--- config.mk ---
export PLATFORM = sky130hd
export DESIGN_NAME = ovl_blender
export DESIGN_NICKNAME = d
export VERILOG_FILES = /design/src/rtl/ovl_pkg.sv /design/src/rtl/ovl_rect.sv /design/src/rtl/ovl_unpack.sv /design/src/rtl/ovl_blend.sv /design/src/rtl/ovl_blender.sv
export SDC_FILE = /design/constraint.sdc
export NUM_CORES = 2
export LEC_CHECK = 0
export CAP_MARGIN = 10
export CORE_ASPECT_RATIO = 1.25
export CORE_UTILIZATION = 40
export CTS_BUF_LIST = sky130_fd_sc_hd__clkbuf_8 sky130_fd_sc_hd__clkbuf_16
export CTS_CLUSTER_SIZE = 28
export DETAILED_ROUTE_END_ITERATION = 7
export MAX_ROUTING_LAYER = met4
export PLACE_DENSITY = 0.61
export SYNTH_ARGS = -nofsm -noshare
export SYNTH_HDL_FRONTEND = slang
export SYNTH_SLANG_ARGS = --single-unit
--- constraint.sdc ---
create_clock -name clk -period 14.31 [get_ports clk]
set_clock_uncertainty 0.15 [all_clocks]
set_input_delay 2.862 -clock clk [delete_from_list [all_inputs] [get_ports clk]]
set_output_delay 2.862 -clock clk [all_outputs]
set_load 0.05 [all_outputs]
--- src/rtl/ovl_pkg.sv ---
package ovl_pkg;

    typedef enum logic [3:0] {
        FMT_RGB565 = 4'd0,
        FMT_XRGB   = 4'd1,
        FMT_XBGR   = 4'd2,
        FMT_RGBX   = 4'd3,
        FMT_BGRX   = 4'd4,
        FMT_ARGB   = 4'd5,
        FMT_ABGR   = 4'd6,
        FMT_RGBA   = 4'd7,
        FMT_BGRA   = 4'd8
    } fmt_e;

    typedef struct packed {
        logic [7:0] r;
        logic [7:0] g;
        logic [7:0] b;
    } rgb_t;

    typedef struct packed {
        rgb_t       c;
        logic [7:0] a;
        logic       has_a;
    } texel_t;

    localparam logic [7:0] ALPHA_CLEAR  = 8'h00;
    localparam logic [7:0] ALPHA_OPAQUE = 8'hFF;
    localparam int NUM_CH = 3;

    // round(s / 255) for s <= 255*255, without a divider
    function automatic logic [7:0] div255_round(input logic [15:0] s);
        logic [16:0] t;
        logic [16:0] u;
        t = {1'b0, s} + 17'd128;
        u = t + {8'b0, t[16:8]};
        return u[15:8];
    endfunction

endpackage

--- src/rtl/ovl_rect.sv ---
module ovl_rect #(
    parameter int COORD_W = 12
) (
    input  logic               en_i,
    input  logic [COORD_W-1:0] pos_x_i,
    input  logic [COORD_W-1:0] pos_y_i,
    input  logic [COORD_W-1:0] size_w_i,
    input  logic [COORD_W-1:0] size_h_i,
    input  logic [COORD_W-1:0] x_i,
    input  logic [COORD_W-1:0] y_i,
    output logic               hit_o
);
    localparam int EW = COORD_W + 1;

    logic [EW-1:0] sum_x, sum_y, end_x, end_y;

    always_comb begin
        sum_x = {1'b0, pos_x_i} + {1'b0, size_w_i};
        sum_y = {1'b0, pos_y_i} + {1'b0, size_h_i};
        // zero sum saturates at 0 instead of wrapping
        end_x = (sum_x == '0) ? '0 : sum_x - EW'(1);
        end_y = (sum_y == '0) ? '0 : sum_y - EW'(1);
        hit_o = en_i
             && ({1'b0, x_i} >= {1'b0, pos_x_i}) && ({1'b0, x_i} <= end_x)
             && ({1'b0, y_i} >= {1'b0, pos_y_i}) && ({1'b0, y_i} <= end_y);
    end
endmodule

--- src/rtl/ovl_unpack.sv ---
module ovl_unpack
    import ovl_pkg::*;
(
    input  logic [3:0]  fmt_i,
    input  logic [31:0] word_i,
    output texel_t      px_o
);
    always_comb begin
        px_o       = '0;
        px_o.a     = ALPHA_OPAQUE;
        px_o.has_a = 1'b0;
        case (fmt_i)
            FMT_RGB565: begin
                px_o.c.r = {word_i[15:11], word_i[15:13]};
                px_o.c.g = {word_i[10:5],  word_i[10:9]};
                px_o.c.b = {word_i[4:0],   word_i[4:2]};
            end
            FMT_XBGR, FMT_ABGR: begin
                px_o.c = {word_i[7:0], word_i[15:8], word_i[23:16]};
            end
            FMT_RGBX, FMT_RGBA: begin
                px_o.c = word_i[31:8];
            end
            FMT_BGRX, FMT_BGRA: begin
                px_o.c = {word_i[15:8], word_i[23:16], word_i[31:24]};
            end
            default: begin
                // xRGB/ARGB and every unknown code
                px_o.c = word_i[23:0];
            end
        endcase
        case (fmt_i)
            FMT_ARGB, FMT_ABGR: begin
                px_o.a     = word_i[31:24];
                px_o.has_a = 1'b1;
            end
            FMT_RGBA, FMT_BGRA: begin
                px_o.a     = word_i[7:0];
                px_o.has_a = 1'b1;
            end
            default: ;
        endcase
    end
endmodule

--- src/rtl/ovl_blend.sv ---
module ovl_blend
    import ovl_pkg::*;
(
    input  logic       clk,
    input  logic       rst,
    input  logic       valid_i,
    input  logic [7:0] alpha_i,
    input  rgb_t       top_i,
    input  rgb_t       bot_i,
    output logic       valid_o,
    output rgb_t       pix_o
);
    logic [NUM_CH-1:0][7:0]  top_ch, bot_ch, out_ch;
    logic [NUM_CH-1:0][7:0]  s1_top, s1_bot;
    logic [NUM_CH-1:0][15:0] s1_pt, s1_pb;
    logic [7:0]              s1_alpha;
    logic                    s1_valid;

    assign top_ch = top_i;
    assign bot_ch = bot_i;

    always_ff @(posedge clk) begin
        if (rst) begin
            s1_valid <= 1'b0;
            s1_alpha <= '0;
        end else begin
            s1_valid <= valid_i;
            s1_alpha <= alpha_i;
        end
    end

    generate
        for (genvar c = 0; c < NUM_CH; c++) begin : g_ch
            always_ff @(posedge clk) begin
                if (rst) begin
                    s1_top[c] <= '0;
                    s1_bot[c] <= '0;
                    s1_pt[c]  <= '0;
                    s1_pb[c]  <= '0;
                    out_ch[c] <= '0;
                end else begin
                    s1_top[c] <= top_ch[c];
                    s1_bot[c] <= bot_ch[c];
                    s1_pt[c]  <= {8'b0, alpha_i} * {8'b0, top_ch[c]};
                    s1_pb[c]  <= {8'b0, (ALPHA_OPAQUE - alpha_i)} * {8'b0, bot_ch[c]};
                    out_ch[c] <= div255_round(s1_pt[c] + s1_pb[c]);
                end
            end

            // result stays between the two input colours
            a_r9_bounded: assert property (@(posedge clk) disable iff (rst)
                1'b1 |=> (out_ch[c] >= (($past(s1_top[c]) < $past(s1_bot[c])) ? $past(s1_top[c]) : $past(s1_bot[c])))
                      && (out_ch[c] <= (($past(s1_top[c]) > $past(s1_bot[c])) ? $past(s1_top[c]) : $past(s1_bot[c]))));
            // full alpha yields the top colour exactly
            a_r9_opaque: assert property (@(posedge clk) disable iff (rst)
                (s1_alpha == ALPHA_OPAQUE) |=> (out_ch[c] == $past(s1_top[c])));
            // zero alpha yields the bottom colour exactly
            a_r8_clear: assert property (@(posedge clk) disable iff (rst)
                (s1_alpha == ALPHA_CLEAR) |=> (out_ch[c] == $past(s1_bot[c])));
        end
    endgenerate

    always_ff @(posedge clk) begin
        if (rst) valid_o <= 1'b0;
        else     valid_o <= s1_valid;
    end

    assign pix_o = out_ch;
endmodule

--- src/rtl/ovl_blender.sv ---
module ovl_blender
    import ovl_pkg::*;
#(
    parameter int COORD_W = 12,
    parameter int NUM_WIN = 2
) (
    input  logic                           clk,
    input  logic                           rst,
    input  logic                           pix_valid_i,
    input  logic [COORD_W-1:0]             scr_x_i,
    input  logic [COORD_W-1:0]             scr_y_i,
    input  logic [NUM_WIN-1:0]             win_en_i,
    input  logic [NUM_WIN-1:0][COORD_W-1:0] win_x_i,
    input  logic [NUM_WIN-1:0][COORD_W-1:0] win_y_i,
    input  logic [NUM_WIN-1:0][COORD_W-1:0] win_w_i,
    input  logic [NUM_WIN-1:0][COORD_W-1:0] win_h_i,
    input  logic [NUM_WIN-1:0][3:0]         win_fmt_i,
    input  logic [NUM_WIN-1:0][31:0]        win_pix_i,
    input  logic                           key_en_i,
    input  logic [23:0]                    key_color_i,
    input  logic [23:0]                    key_mask_i,
    output logic                           pix_valid_o,
    output logic [23:0]                    pixel_o
);
    localparam int TOP = NUM_WIN - 1;

    logic   [NUM_WIN-1:0] hit;
    texel_t               px [NUM_WIN];
    logic                 keyed;
    logic   [7:0]         alpha_top;
    rgb_t                 bottom, blended;

    generate
        for (genvar w = 0; w < NUM_WIN; w++) begin : g_win
            ovl_rect #(.COORD_W(COORD_W)) u_rect (
                .en_i    (win_en_i[w]),
                .pos_x_i (win_x_i[w]),
                .pos_y_i (win_y_i[w]),
                .size_w_i(win_w_i[w]),
                .size_h_i(win_h_i[w]),
                .x_i     (scr_x_i),
                .y_i     (scr_y_i),
                .hit_o   (hit[w])
            );
            ovl_unpack u_unpack (
                .fmt_i (win_fmt_i[w]),
                .word_i(win_pix_i[w]),
                .px_o  (px[w])
            );
        end
    endgenerate

    always_comb begin
        // key applies to the upper window only
        keyed = key_en_i && (((px[TOP].c ^ key_color_i) & ~key_mask_i) == 24'd0);
        if (!hit[TOP] || keyed)   alpha_top = ALPHA_CLEAR;
        else if (px[TOP].has_a)   alpha_top = px[TOP].a;
        else                      alpha_top = ALPHA_OPAQUE;
        bottom = hit[0] ? px[0].c : '0;
    end

    ovl_blend u_blend (
        .clk    (clk),
        .rst    (rst),
        .valid_i(pix_valid_i),
        .alpha_i(alpha_top),
        .top_i  (px[TOP].c),
        .bot_i  (bottom),
        .valid_o(pix_valid_o),
        .pix_o  (blended)
    );

    assign pixel_o = blended;

    // valid out trails valid in by two edges
    a_r10_latency: assert property (@(posedge clk) disable iff (rst)
        pix_valid_o |-> $past(pix_valid_i, 2));
    // no enabled window means black
    a_r8_black: assert property (@(posedge clk) disable iff (rst)
        (pix_valid_o && $past(win_en_i == '0, 2) && !$past(rst, 2) && !$past(rst)) |-> (pixel_o == 24'd0));
    // reset clears the outputs
    a_r11_reset: assert property (@(posedge clk)
        rst |=> (pixel_o == 24'd0) && !pix_valid_o);
endmodule

==> out/qor.csv <==
stage;metric;value;unit
timing;Slew Viols, Final;0;
synthesis;Synth cell types;90;
timing;setup_tns;0;ns
synthesis;Post-synth EDFFs;0;
worst_hold_path;Worst Hold Class;flip-flop to flip-flop;
synthesis;Most used DFF post-synth;dfxtp_1;
synthesis;cell area after synthesis;26400;um2
detailed_routing;via count;23700;
placement;hpwl dp;65100;um
timing;worst rel slew slack;28.3;%
worst_setup_path;CP dominant cell by count;a21o_1;
clocking;Worst-path clk slew;0.07;ns
worst_setup_path;CP max stage delay;0.60;ns
detailed_routing;Detail Route Antenna Nets;0;
synthesis;post-synthesis sequential area ratio;9.26;%
timing;Final min period;12.90;ns
clocking;TritonCTS Sinks;122;
grt;gr usage total;24.1;%
floorplan;Chip Width;232;um
clocking;# Post-CTS Setup Buffers;0;
worst_setup_path;CP max stage cell;nor4_1;
clocking;clk root buf;clkbuf_16;
floorplan;Initial Util;40.7;%
power;Worst VDD drop;0.0000716;V
placement;I/O Buffers;270;
timing;RSZ-0062 raised after global routing;no;
floorplan;core area;64800;um2
synthesis;Post-synth ARST share;0;%
timing;final worst slack;1.41;ns
final_layout;fin util;47.2;%
clocking;PostCTS Resize Cnt;0;
final_layout;most frequent cells in the layout;nor2_1 (479), ha_1 (437), inv_1 (429), clkdlybuf4s50_1 (269), fa_1 (223);
synthesis;register bit total from synthesis;122;
worst_setup_path;WP data arrival;13.05;ns
timing;Fin. Hold Viols;0;
power;P_leak;15.3;nW
worst_setup_path;crit start category;input port;
floorplan;I/O pins;271;
grt;pin count of the biggest net entering global routing;77;
worst_setup_path;Crit. Startpoint;win_y_i[12];
timing;FMAX;77.5;MHz
job;Max-cap violations;0;
clocking;Clock Latency Late Sink;0.44;ns
detailed_routing;Vias/cell;5.40;
detailed_routing;Starting DRT DRC Count;1363;
timing;worst slew pin tran;1.06;ns
worst_setup_path;Critical R2R Launch;u_blend.s1_pb[16];
clocking;H-tree depth;4;
worst_setup_path;CP Max Fanout;20;
clocking;clock buffer count from CTS;17;
worst_hold_path;Worst Hold Launch;u_blend.s1_valid;
detailed_routing;DR DRC count;0;
worst_setup_path;Critical Path Sink Type;flip-flop;
final_layout;P&R area growth vs syn;16.1;%
final_layout;share of cells above drive strength 1;3.88;%
detailed_routing;Routed WL per cell;17.6;um
timing;period utilisation layout;90.2;%
final_layout;most common cell after layout, fill and taps aside;nor2_1;
grt;initial antenna violation count;6;
timing;final setup vio count;0;
floorplan;Die Ht;289;um
synthesis;synth warn;0;
final_layout;Layout Nets;4425;
placement;DP Worst Slack;1.05;ns
status;status;completed;
detailed_routing;DR pass1 iterations;7;
clocking;hold_buf cts;0;
final_layout;# fillers;6524;
clocking;TritonCTS clock tree;built;
worst_setup_path;WP data required;14.46;ns
clocking;CTS Buffer Depth;2;
worst_setup_path;Crit Path Category;input port to flip-flop;
floorplan;total die area;67000;um2
detailed_routing;WL final;77100;um
synthesis;Avg Cell Area, Syn;7.99;um2
grt;gr ovfl total;0;
grt;vias in the first global route;23900;
placement;GP Congestion;0.930;
floorplan;Rows;104;
grt;first-pass GRT wire length;124000;um
synthesis;Post-Synthesis Cells;3301;
synthesis;syn nets;4207;
power;Power Density;59.4;nW/um2
synth_stat cells (16+ instances only):
cell type,count,area (um2)
a211oi_1,24,180
a21boi_0,25,188
a21o_1,59,443
a21oi_1,137,686
a222oi_1,20,200
a22oi_1,23,173
and2_1,24,150
buf_2,43,215
clkbuf_1,53,199
dfxtp_1,122,2440
fa_1,223,4460
ha_1,437,5470
inv_1,429,1610
nand2_1,156,586
nand2b_1,71,444
nand3_1,65,325
nand4_1,18,113
nor2_1,479,1800
nor2b_1,57,357
nor3_1,96,480
nor3b_1,16,120
o211ai_1,17,128
o21a_1,49,368
o21ai_0,117,586
o21bai_1,20,150
xnor2_1,102,893
xor2_1,97,850
metal layers:
metal	global-route usage [%]	up-vias	part of all wire [%]	routed length (um)
met3	3.79	129	6.2	4750
met5	-	-	0	0
met2	41.9	740	49	37500
li1	-	11700	-	-
met1	27.8	11100	41	31900
met4	9.38	0	3.7	2870
sequential cells by signal (all words and copies together) (netlist names):
| signal | flops |
|---|---|
| u_blend.s1_pb | 48 |
| u_blend.s1_pt | 48 |
| u_blend.pix_o | 24 |
| u_blend.s1_valid | 1 |
| u_blend.valid_o | 1 |
area by class of cell:
class	instances	area [um2]	area share [%]
diodes	8	20.0	0.0654
clock buffers	19	453	1.48
clock inverters	12	210	0.687
inverters	429	1610	5.26
multi-input cells	2632	21800	71.1
flip-flops and latches	122	2440	7.98
well taps	848	1060	3.47
repair buffers	317	3050	9.97
where the power goes:
| group | internal (mW) | total (mW) | switching (mW) |
|---|---|---|---|
| logic | 0.403 | 0.955 | 0.552 |
| clock network | 0.319 | 0.491 | 0.172 |
| registers | 0.364 | 0.373 | 0.00930 |
| total | 1.09 | 1.82 | 0.733 |
cells by family (layout without fill, tap and decap cells):
family	Yosys count	after routing	share of synthesized area, %
adder cells (fa/ha/maj)	660	660	37.7
XOR/XNOR	200	200	6.70
AND/OR/NAND/NOR	1090	1090	19.6
other	0	8	0
flip-flops	122	122	9.26
multiplexers	22	22	0.868
buffers and inverters	547	777	8.29
AO/OA/AOI/OAI	660	660	17.6
critical path, delay by kind of cell:
family | cells | cell delay (ns)
adders and majority gates | 8 | 2.81
xor gates and xnor gates | 2 | 0.33
buffers and inverters | 5 | 0.95
AOI/OAI and AO/OA | 17 | 3.59
and+or+nand+nor | 9 | 2.50
stage by stage:
step | cells | hold WS [ns] | power, mW | instance area, um2
finish | 4387 | 0.284 | 1.82 | 30600
global placement | 4348 | 0.269 | 1.33 | 29900
CTS | 4379 | 0.286 | 1.84 | 30600
global route | 4385 | 0.297 | 1.96 | 30600
floorplan | 3301 | 0.264 | 1.03 | 26400
detailed placement | 4348 | 0.270 | 1.33 | 29900
path summary, 6_finish.rpt:
kind	endpoint	slack, ns	cells after the start
hold / removal	u_blend.valid_o	0.28	1
hold reg to reg	u_blend.valid_o	0.28	1
setup / recovery	u_blend.s1_pt[31]	1.41	41
setup reg to reg	u_blend.pix_o[11]	8.88	20
Note: power is estimated with default switching activity, not from simulation.
